==> src/rtl/ipcls_pkg.sv <==
package ipcls_pkg;
  localparam int ADDR_W = 32;
  localparam int ABYTES = ADDR_W / 8;
  localparam int REC_BYTES = ABYTES + 1;

  // Length byte -> mask with the top N bits set, N clamped to ADDR_W.
  function automatic logic [ADDR_W-1:0] prefix_mask(input logic [7:0] len);
    logic [ADDR_W-1:0] m;
    int n;
    n = (int'(len) > ADDR_W) ? ADDR_W : int'(len);
    for (int j = 0; j < ADDR_W; j++) m[j] = (j >= ADDR_W - n);
    return m;
  endfunction
endpackage

==> src/rtl/ipcls_loader.sv <==
module ipcls_loader
  import ipcls_pkg::*;
#(
  parameter int N_ENT = 16
) (
  input  logic                         clk_i,
  input  logic                         arst_n_i,
  input  logic                         ld_active_i,
  input  logic [7:0]                   ld_byte_i,
  output logic [N_ENT-1:0][ADDR_W-1:0] view_base_o,
  output logic [N_ENT-1:0][ADDR_W-1:0] view_mask_o,
  output logic                         view_ok_o
);
  localparam int IW = $clog2(N_ENT);
  localparam int PW = $clog2(REC_BYTES);

  logic [IW:0]   ent_q;
  logic [PW-1:0] pos_q;
  logic          ld_prev_q;
  logic          act_ok_q;
  logic [N_ENT-1:0][ADDR_W-1:0] shd_base_q, shd_mask_q, act_base_q, act_mask_q;

  // named events
  logic full_w, fall_w, commit_w, abort_w;
  assign full_w   = (ent_q == (IW+1)'(N_ENT));
  assign fall_w   = ld_prev_q & ~ld_active_i;
  assign commit_w = fall_w & full_w;
  assign abort_w  = fall_w & ~full_w;

  always_ff @(posedge clk_i or negedge arst_n_i) begin
    if (!arst_n_i) begin
      ent_q      <= '0;
      pos_q      <= '0;
      ld_prev_q  <= 1'b0;
      shd_base_q <= '0;
      shd_mask_q <= '0;
    end else begin
      ld_prev_q <= ld_active_i;
      if (!ld_active_i) begin
        ent_q <= '0;
        pos_q <= '0;
      end else if (!full_w) begin
        if (int'(pos_q) == REC_BYTES - 1) begin
          shd_mask_q[ent_q[IW-1:0]] <= prefix_mask(ld_byte_i);
          pos_q <= '0;
          ent_q <= ent_q + 1'b1;
        end else begin
          shd_base_q[ent_q[IW-1:0]][(ABYTES - 1 - int'(pos_q)) * 8 +: 8] <= ld_byte_i;
          pos_q <= pos_q + 1'b1;
        end
      end
    end
  end

  always_ff @(posedge clk_i or negedge arst_n_i) begin
    if (!arst_n_i) begin
      act_base_q <= '0;
      act_mask_q <= '0;
      act_ok_q   <= 1'b0;
    end else if (commit_w) begin
      act_base_q <= shd_base_q;
      act_mask_q <= shd_mask_q;
      act_ok_q   <= 1'b1;
    end
  end

  // The table just finished is visible in the very cycle it commits.
  assign view_base_o = commit_w ? shd_base_q : act_base_q;
  assign view_mask_o = commit_w ? shd_mask_q : act_mask_q;
  assign view_ok_o   = act_ok_q | commit_w;

  AST_ENT_BOUND: assert property (@(posedge clk_i) disable iff (!arst_n_i)
    ent_q <= (IW+1)'(N_ENT));
  AST_ACT_FROZEN_IN_LOAD: assert property (@(posedge clk_i) disable iff (!arst_n_i)
    ld_active_i |=> ($stable(act_base_q) && $stable(act_mask_q)));
  AST_ABORT_KEEPS: assert property (@(posedge clk_i) disable iff (!arst_n_i)
    abort_w |=> ($stable(act_base_q) && $stable(act_mask_q) && $stable(act_ok_q)));
  AST_TABLE_STICKY: assert property (@(posedge clk_i) disable iff (!arst_n_i)
    act_ok_q |=> act_ok_q);
  AST_RESTART: assert property (@(posedge clk_i) disable iff (!arst_n_i)
    !ld_active_i |=> (ent_q == '0 && pos_q == '0));
endmodule

==> src/rtl/ipcls_match.sv <==
module ipcls_match
  import ipcls_pkg::*;
#(
  parameter int N_ENT = 16,
  localparam int IW = $clog2(N_ENT)
) (
  input  logic                         clk_i,
  input  logic                         arst_n_i,
  input  logic [ADDR_W-1:0]            qry_addr_i,
  input  logic                         qry_vld_i,
  input  logic [N_ENT-1:0][ADDR_W-1:0] tbl_base_i,
  input  logic [N_ENT-1:0][ADDR_W-1:0] tbl_mask_i,
  input  logic                         tbl_ok_i,
  output logic [IW-1:0]                res_idx_o,
  output logic                         res_vld_o,
  output logic                         res_hit_o
);
  logic [N_ENT-1:0] hit_vec_w;
  logic             any_hit_w;
  logic [IW-1:0]    enc_idx_w;

  for (genvar i = 0; i < N_ENT; i++) begin : g_cmp
    assign hit_vec_w[i] = tbl_ok_i & ~|((qry_addr_i ^ tbl_base_i[i]) & tbl_mask_i[i]);
  end

  assign any_hit_w = |hit_vec_w;

  always_comb begin
    enc_idx_w = '0;
    for (int i = N_ENT - 1; i >= 0; i--)
      if (hit_vec_w[i]) enc_idx_w = IW'(i);
  end

  always_ff @(posedge clk_i or negedge arst_n_i) begin
    if (!arst_n_i) begin
      res_vld_o <= 1'b0;
      res_hit_o <= 1'b0;
      res_idx_o <= '0;
    end else begin
      res_vld_o <= qry_vld_i;
      res_hit_o <= qry_vld_i & any_hit_w;
      res_idx_o <= (qry_vld_i & any_hit_w) ? enc_idx_w : '0;
    end
  end

  AST_VLD_FOLLOWS: assert property (@(posedge clk_i) disable iff (!arst_n_i)
    qry_vld_i |=> res_vld_o);
  AST_IDLE_QUIET: assert property (@(posedge clk_i) disable iff (!arst_n_i)
    !qry_vld_i |=> (!res_vld_o && !res_hit_o && res_idx_o == '0));
  AST_MISS_ZERO: assert property (@(posedge clk_i) disable iff (!arst_n_i)
    !res_hit_o |-> res_idx_o == '0);
  AST_EMPTY_MISS: assert property (@(posedge clk_i) disable iff (!arst_n_i)
    !tbl_ok_i |=> !res_hit_o);
  AST_MATCH_REPORTED: assert property (@(posedge clk_i) disable iff (!arst_n_i)
    (qry_vld_i && any_hit_w) |=> res_hit_o);
endmodule

==> src/rtl/ipv4_range_classifier.sv <==
module ipv4_range_classifier
  import ipcls_pkg::*;
#(
  parameter int N_ENT = 16,
  localparam int IW = $clog2(N_ENT)
) (
  input  logic              clk_i,
  input  logic              arst_n_i,
  input  logic [ADDR_W-1:0] qry_addr_i,
  input  logic              qry_vld_i,
  input  logic [7:0]        ld_byte_i,
  input  logic              ld_active_i,
  output logic [IW-1:0]     res_idx_o,
  output logic              res_vld_o,
  output logic              res_hit_o
);
  logic [N_ENT-1:0][ADDR_W-1:0] tbl_base_w, tbl_mask_w;
  logic                         tbl_ok_w;

  ipcls_loader #(.N_ENT(N_ENT)) u_loader (
    .clk_i       (clk_i),
    .arst_n_i    (arst_n_i),
    .ld_active_i (ld_active_i),
    .ld_byte_i   (ld_byte_i),
    .view_base_o (tbl_base_w),
    .view_mask_o (tbl_mask_w),
    .view_ok_o   (tbl_ok_w)
  );

  ipcls_match #(.N_ENT(N_ENT)) u_match (
    .clk_i      (clk_i),
    .arst_n_i   (arst_n_i),
    .qry_addr_i (qry_addr_i),
    .qry_vld_i  (qry_vld_i),
    .tbl_base_i (tbl_base_w),
    .tbl_mask_i (tbl_mask_w),
    .tbl_ok_i   (tbl_ok_w),
    .res_idx_o  (res_idx_o),
    .res_vld_o  (res_vld_o),
    .res_hit_o  (res_hit_o)
  );

  AST_NO_HIT_WHILE_LOADING: assert property (@(posedge clk_i) disable iff (!arst_n_i)
    (ld_active_i && !qry_vld_i) |=> !res_vld_o);
endmodule

==> config.mk <==
export PLATFORM = sky130hd
export DESIGN_NAME = ipv4_range_classifier
export DESIGN_NICKNAME = d
export VERILOG_FILES = /design/src/rtl/ipcls_pkg.sv /design/src/rtl/ipcls_loader.sv /design/src/rtl/ipcls_match.sv /design/src/rtl/ipv4_range_classifier.sv
export SDC_FILE = /design/constraint.sdc
export NUM_CORES = 2
export LEC_CHECK = 0
export BUFFER_PORTS_ARGS = -buffer_cell sky130_fd_sc_hd__buf_2
export CAP_MARGIN = 20
export CORE_MARGIN = 8
export CORE_UTILIZATION = 58
export CTS_CLUSTER_SIZE = 25
export DETAILED_ROUTE_END_ITERATION = 10
export PLACE_DENSITY_LB_ADDON = 0.25
export SYNTH_ARGS = -nofsm -noshare
export SYNTH_HDL_FRONTEND = slang
export SYNTH_SLANG_ARGS = --single-unit
==> constraint.sdc <==
create_clock -name clk_i -period 3.8 [get_ports clk_i]
set_input_delay 0.57 -clock clk_i [delete_from_list [all_inputs] [get_ports clk_i]]
set_output_delay 0.57 -clock clk_i [all_outputs]
set_load 0.005 [all_outputs]
==> out/qor_table.md <==
| Group | Quantity | Value |
| --- | --- | --- |
| run status | Outcome | finished, final reports clean |
| die | Row Count | 146 |
| placed design | Buffers on Ports | 49 |
| finish | Number of nets at the end of the flow | 9,706 |
| hold path | Worst Hold Endpoint | u_loader.ld_prev_q$_DFF_PN0_ |
| routing | Average vias per placed instance | 6.26 |
| die | Area inside the core boundary | 158,000 sq um |
| pwr | Flop pwr share | 47.6% |
| die | Initial cell density of the core | 58.1% |
| clock tree | Worst-path clk slew | 0.06 ns |
| timing | Final critical-path setup slack | 0.0685 ns |
| critical path | Largest stage delay, worst path | 0.88 ns |
| clock tree | H-tree depth | 4 |
| global route | Total track usage | 39.9% |
| routing | Remaining routing DRC violations | 0 |
| critical path | Highest-delay cell along the critical path | and2_1 |
| finish | Fill cell instance count of the final layout | 12.4k |
| pwr | Pint | 0.0351 W |
| logic synthesis | Sequential cell area fraction in the yosys report | 56.3% |
| timing | Setup Viol. Count Final | 0 |
| critical path | Worst r2r path cells | 7 |
| logic synthesis | Synth Register Bits | 2,064 |
| logic synthesis | Number of enable flip-flop cells after synthesis | 0 |
| timing | Max-slew headroom | 16.7% |
| clock tree | Clock latency on the worst-skew pair | 0.89 ns |
| global route | Global-route congestion overflow total | 0 |
| routing | First-pass DRT Iterations | 9 |
| critical path | Worst reg2reg setup slack | 0.07 ns |
| timing | Final Hold Viols | 0 |
| clock tree | Max clock buf depth | 3 |
| global route | First-pass GRT wire length | 494 mm |
| routing | Number of nets with antenna violations after routing | 0 |
| logic synthesis | Mapped Cells | 9,559 |
| die | Die H | 414 um |
| logic synthesis | Number of warning messages in the yosys log | 0 |
| critical path | Source of the worst register-to-register timing path | u_loader.pos_q[0]$_DFFE_PN0P_ |
| finish | Final standard cell area without fillers | 104,000 sq um |
| placed design | DP Wirelength | 225 mm |
| placed design | RD Place Congestion | 0.984 |
| critical path | Kind of start point of the critical path | flop |
| run | Number of max-cap violations | 0 |
| hold path | Class of the worst hold path | in -> reg |
| logic synthesis | Synthesized area | 91,800 sq um |
| clock tree | Clk root buf | clkbuf_16 |
| pwr | Leakage power of the design | 55.5 nW |
| placed design | Worst-case setup slack after placement | -0.0983 ns |
| critical path | Required arrival time at the worst endpoint | 4.56 ns |
| pwr | PD cells | 456 nW/um^2 |
| pwr | Sw Ratio | 26.0% |
| routing | Iteration-0 DRC Markers | 11.6k |
| finish | Area growth from synthesis to layout | 13.3% |
| pwr | Gate power share | 8.1% |
| finish | Share of cells above drive strength 1 | 11.8% |
| critical path | CP max FO | 10 |
| finish | Combined area of the multi-input logic cells | 37,600 sq um |
| global route | Via count of the first global-routing pass | 71.0k |
| die | Boundary pin count | 50 |
| global route | Largest net degree at the start of global routing | 143 |
| timing | Post-route fraction of the period consumed by the critical path | 98.2% |
| clock tree | Post-CTS setup buffer count | 0 |
| critical path | Critical Setup Path Class | reg -> reg |
| pwr | Portion of total power attributed to the clock network | 44.2% |
| logic synthesis | Most used flip-flop cell after synthesis | dfrtp_1 |
| logic synthesis | Post-synthesis cell type count | 74 |
| logic synthesis | Ys async rst share | 100% |
| timing | Actual transition at the worst max-transition pin | 1.25 ns |
| placed design | Placed standard-cell area | 96,700 sq um |
| global route | Antenna violations before repair | 64 |
| pwr | Max rail drop VDD | 511 uV |
| critical path | Worst path cell trace | nand3_1 > ha_1 > nor2_1 > buf_4 > and2_1 > nand2b_1 > o21ai_0 |
| pwr | Power spent charging and discharging nets | 0.0123 W |
| routing | Routed wirelength normalized by instance count | 28.8 um |
| die | Area of the die | 171,000 sq um |
| hold path | Cells on Worst Hold Path | 2 |
| timing | RSZ-0062 raised after global routing | false |
| finish | Area taken by flip-flops and latches | 51,600 sq um |
| clock tree | TritonCTS Buffers | 206 |
| timing | Shortest clock period the worst path allows after layout | 3.73 ns |
| timing | Largest clock skew in the final design | 0.0536 ns |
| routing | Detailed-route via count | 75.1k |
| logic synthesis | Average size of a mapped cell | 9.60 sq um |
| critical path | Capture point of the worst reg-to-reg path | u_loader.shd_base_q[15]$_DFFE_PN0P_ |
| timing | F_max | 0.268 GHz |
| routing | Final wirelength | 346 mm |
| hold path | Worst min-delay path startpoint | ld_active_i |
| clock tree | TritonCTS clock tree | built |
| critical path | Kind of end point of the critical path | flop |
| timing | Number of max-slew violations in the final report | 0 |
| critical path | Crit path DAT | 4.49 ns |
| clock tree | Clk sink count | 2,064 |
| die | Die width | 414 um |
| timing | Total Negative Setup Slacks | 0 ns |
==> Yosys cell counts (4+ instances only) <==
| cell | n | area (sq um) |
|---|---|---|
| nand2_1 | 3932 | 14800 |
| dfrtp_1 | 2064 | 51600 |
| xor2_1 | 1008 | 8830 |
| o21ai_0 | 708 | 3540 |
| mux2_2 | 314 | 3540 |
| clkbuf_1 | 304 | 1140 |
| a22oi_1 | 280 | 2100 |
| buf_2 | 210 | 1050 |
| a221oi_1 | 76 | 666 |
| nor2_1 | 75 | 282 |
| a22o_1 | 69 | 604 |
| nand4_1 | 68 | 425 |
| nand3_1 | 58 | 290 |
| and2_1 | 43 | 269 |
| buf_4 | 39 | 293 |
| a222oi_1 | 33 | 330 |
| a21oi_1 | 24 | 120 |
| nor3_1 | 19 | 95.1 |
| clkbuf_2 | 18 | 90.1 |
| inv_1 | 16 | 60.1 |
| ha_1 | 14 | 175 |
| nor4_1 | 14 | 87.6 |
| o21ai_1 | 13 | 65.1 |
| nor2b_1 | 11 | 68.8 |
| a211oi_1 | 10 | 75.1 |
| a31oi_1 | 9 | 56.3 |
| buf_1 | 9 | 33.8 |
| o22ai_1 | 9 | 56.3 |
| o21a_1 | 8 | 60.1 |
| a21boi_2 | 7 | 78.8 |
| a2111oi_0 | 6 | 52.6 |
| xnor2_1 | 6 | 52.6 |
| a221o_1 | 5 | 50.1 |
| nand2b_1 | 5 | 31.3 |
| a21oi_2 | 4 | 35.0 |
| and2_0 | 4 | 25.0 |
| and3_1 | 4 | 25.0 |
| and4_1 | 4 | 35.0 |
| o21ai_2 | 4 | 35.0 |
==> how the worst max path moves through the flow <==
| stage | start | endpoint | slack (ns) |
|---|---|---|---|
| 6_report | u_loader.pos_q[0]$_DFFE_PN0P_ | u_loader.shd_base_q[15]$_DFFE_PN0P_ | 0.07 |
| 5_1_grt | u_loader.ent_q[0]$_DFFE_PN0P_ | u_match.res_idx_o[0]$_DFF_PN0_ | 0.05 |
| 4_1_cts | u_loader.ent_q[0]$_DFFE_PN0P_ | u_match.res_idx_o[1]$_DFF_PN0_ | 0.06 |
| 3_5_place_dp | qry_addr_i[20] | u_match.res_idx_o[1]$_DFF_PN0_ | -0.1 |
| 3_3_place_gp | qry_addr_i[20] | u_match.res_idx_o[1]$_DFF_PN0_ | -0.05 |
| 2_1_floorplan | ld_byte_i[3] | u_loader.shd_mask_q[192]$_DFFE_PN0P_ | 0.72 |
==> final cells by class <==
class / instances / share of cell area (%)
well taps: 2072 / 2.49
multi-input cells: 6896 / 36.2
diodes: 101 / 0.243
clock buffers: 315 / 5.82
repair buffers: 463 / 4.65
clock inverters: 64 / 0.864
inverters: 17 / 0.0614
flip-flops and latches: 2064 / 49.7
==> cells in the final DEF, fill, tap and decap left out, drive strengths merged, types with 9 or more instances in the layout <==
cell type	n
clkbuf	315
a21oi	28
a221oi	76
a22oi	280
nand4	68
nand2	3935
nor2b	11
a31oi	9
a222oi	33
a211oi	13
bufinv	12
dfrtp	2064
xor2	1008
mux2	314
nor4	15
nand3	58
o21ai	725
nor2	75
buf	461
and2	47
a22o	69
o22ai	9
ha	14
nor3	21
clkinv	45
diode	101
inv	22
==> what timing repair did <==
action                                  4_1_cts  5_1_grt
endpoints found under the setup margin        0        1
hold endpoints to repair                     48        0
resized for setup                             0        1
hold buffers                                  2        0
==> state kept, by name, summed over array words and instances, names as in the netlist, 3 cells and up <==
signal               flops
u_loader.pos_q           3
u_loader.ent_q           5
u_loader.act_mask_q    512
u_loader.shd_mask_q    512
u_loader.shd_base_q    512
u_match.res_idx_o        4
u_loader.act_base_q    512
==> metrics by stage <==
stage / utilization (%) / instances / total power, W / hold WS (ns)
final: 65.9 / 11992 / 0.0474 / 0.128
after detailed placement: 61.3 / 11508 / 0.0266 / 0.462
after floorplan: - / 9560 / 0.0241 / 0.274
after global placement: 61.3 / 11507 / 0.0266 / 0.457
after global routing: 65.8 / 11911 / 0.0484 / 0.103
after CTS: 65.7 / 11889 / 0.0472 / 0.0691
==> kinds of logic (layout without fill, tap and decap cells) <==
family,count (synthesis),in the layout,share of synthesized area [%]
AND/OR/NAND/NOR,4261,4261,18.1
flip-flops,2064,2064,56.3
AO/OA/AOI/OAI,1290,1290,8.90
XOR/XNOR,1015,1015,9.70
buffers and inverters,600,859,2.95
multiplexers,314,314,3.85
adder cells (fa/ha/maj),14,14,0.191
other,1,103,0.00409
==> metal layers <==
layer | routed length (um) | vias to the layer above | track usage [%]
met5 | 136 | - | 0
met4 | 25200 | 18 | 27.0
met3 | 45600 | 1219 | 12.6
met2 | 146000 | 5470 | 55.8
met1 | 128000 | 36988 | 53.1
li1 | - | 31397 | -
==> power groups by stage <==
stage               clock network, W  registers (W)  logic [W]
CTS                           0.0210         0.0226    0.00369
global route                  0.0219         0.0226    0.00390
finish                        0.0210         0.0226    0.00385
global placement                   0         0.0229    0.00362
detailed placement                 0         0.0230    0.00366
floorplan                          0         0.0229    0.00127
==> critical path: cells and delay by family, from the launching register on <==
kind / cells / cell delay [ns]
and+or+nand+nor: 4 / 1.85
buffers and inverters: 1 / 0.23
adders and majority gates: 1 / 0.57
AOI/OAI and AO/OA: 1 / 0.40
DFF: 1 / 0.57
Power figures use the tool's default switching activity.
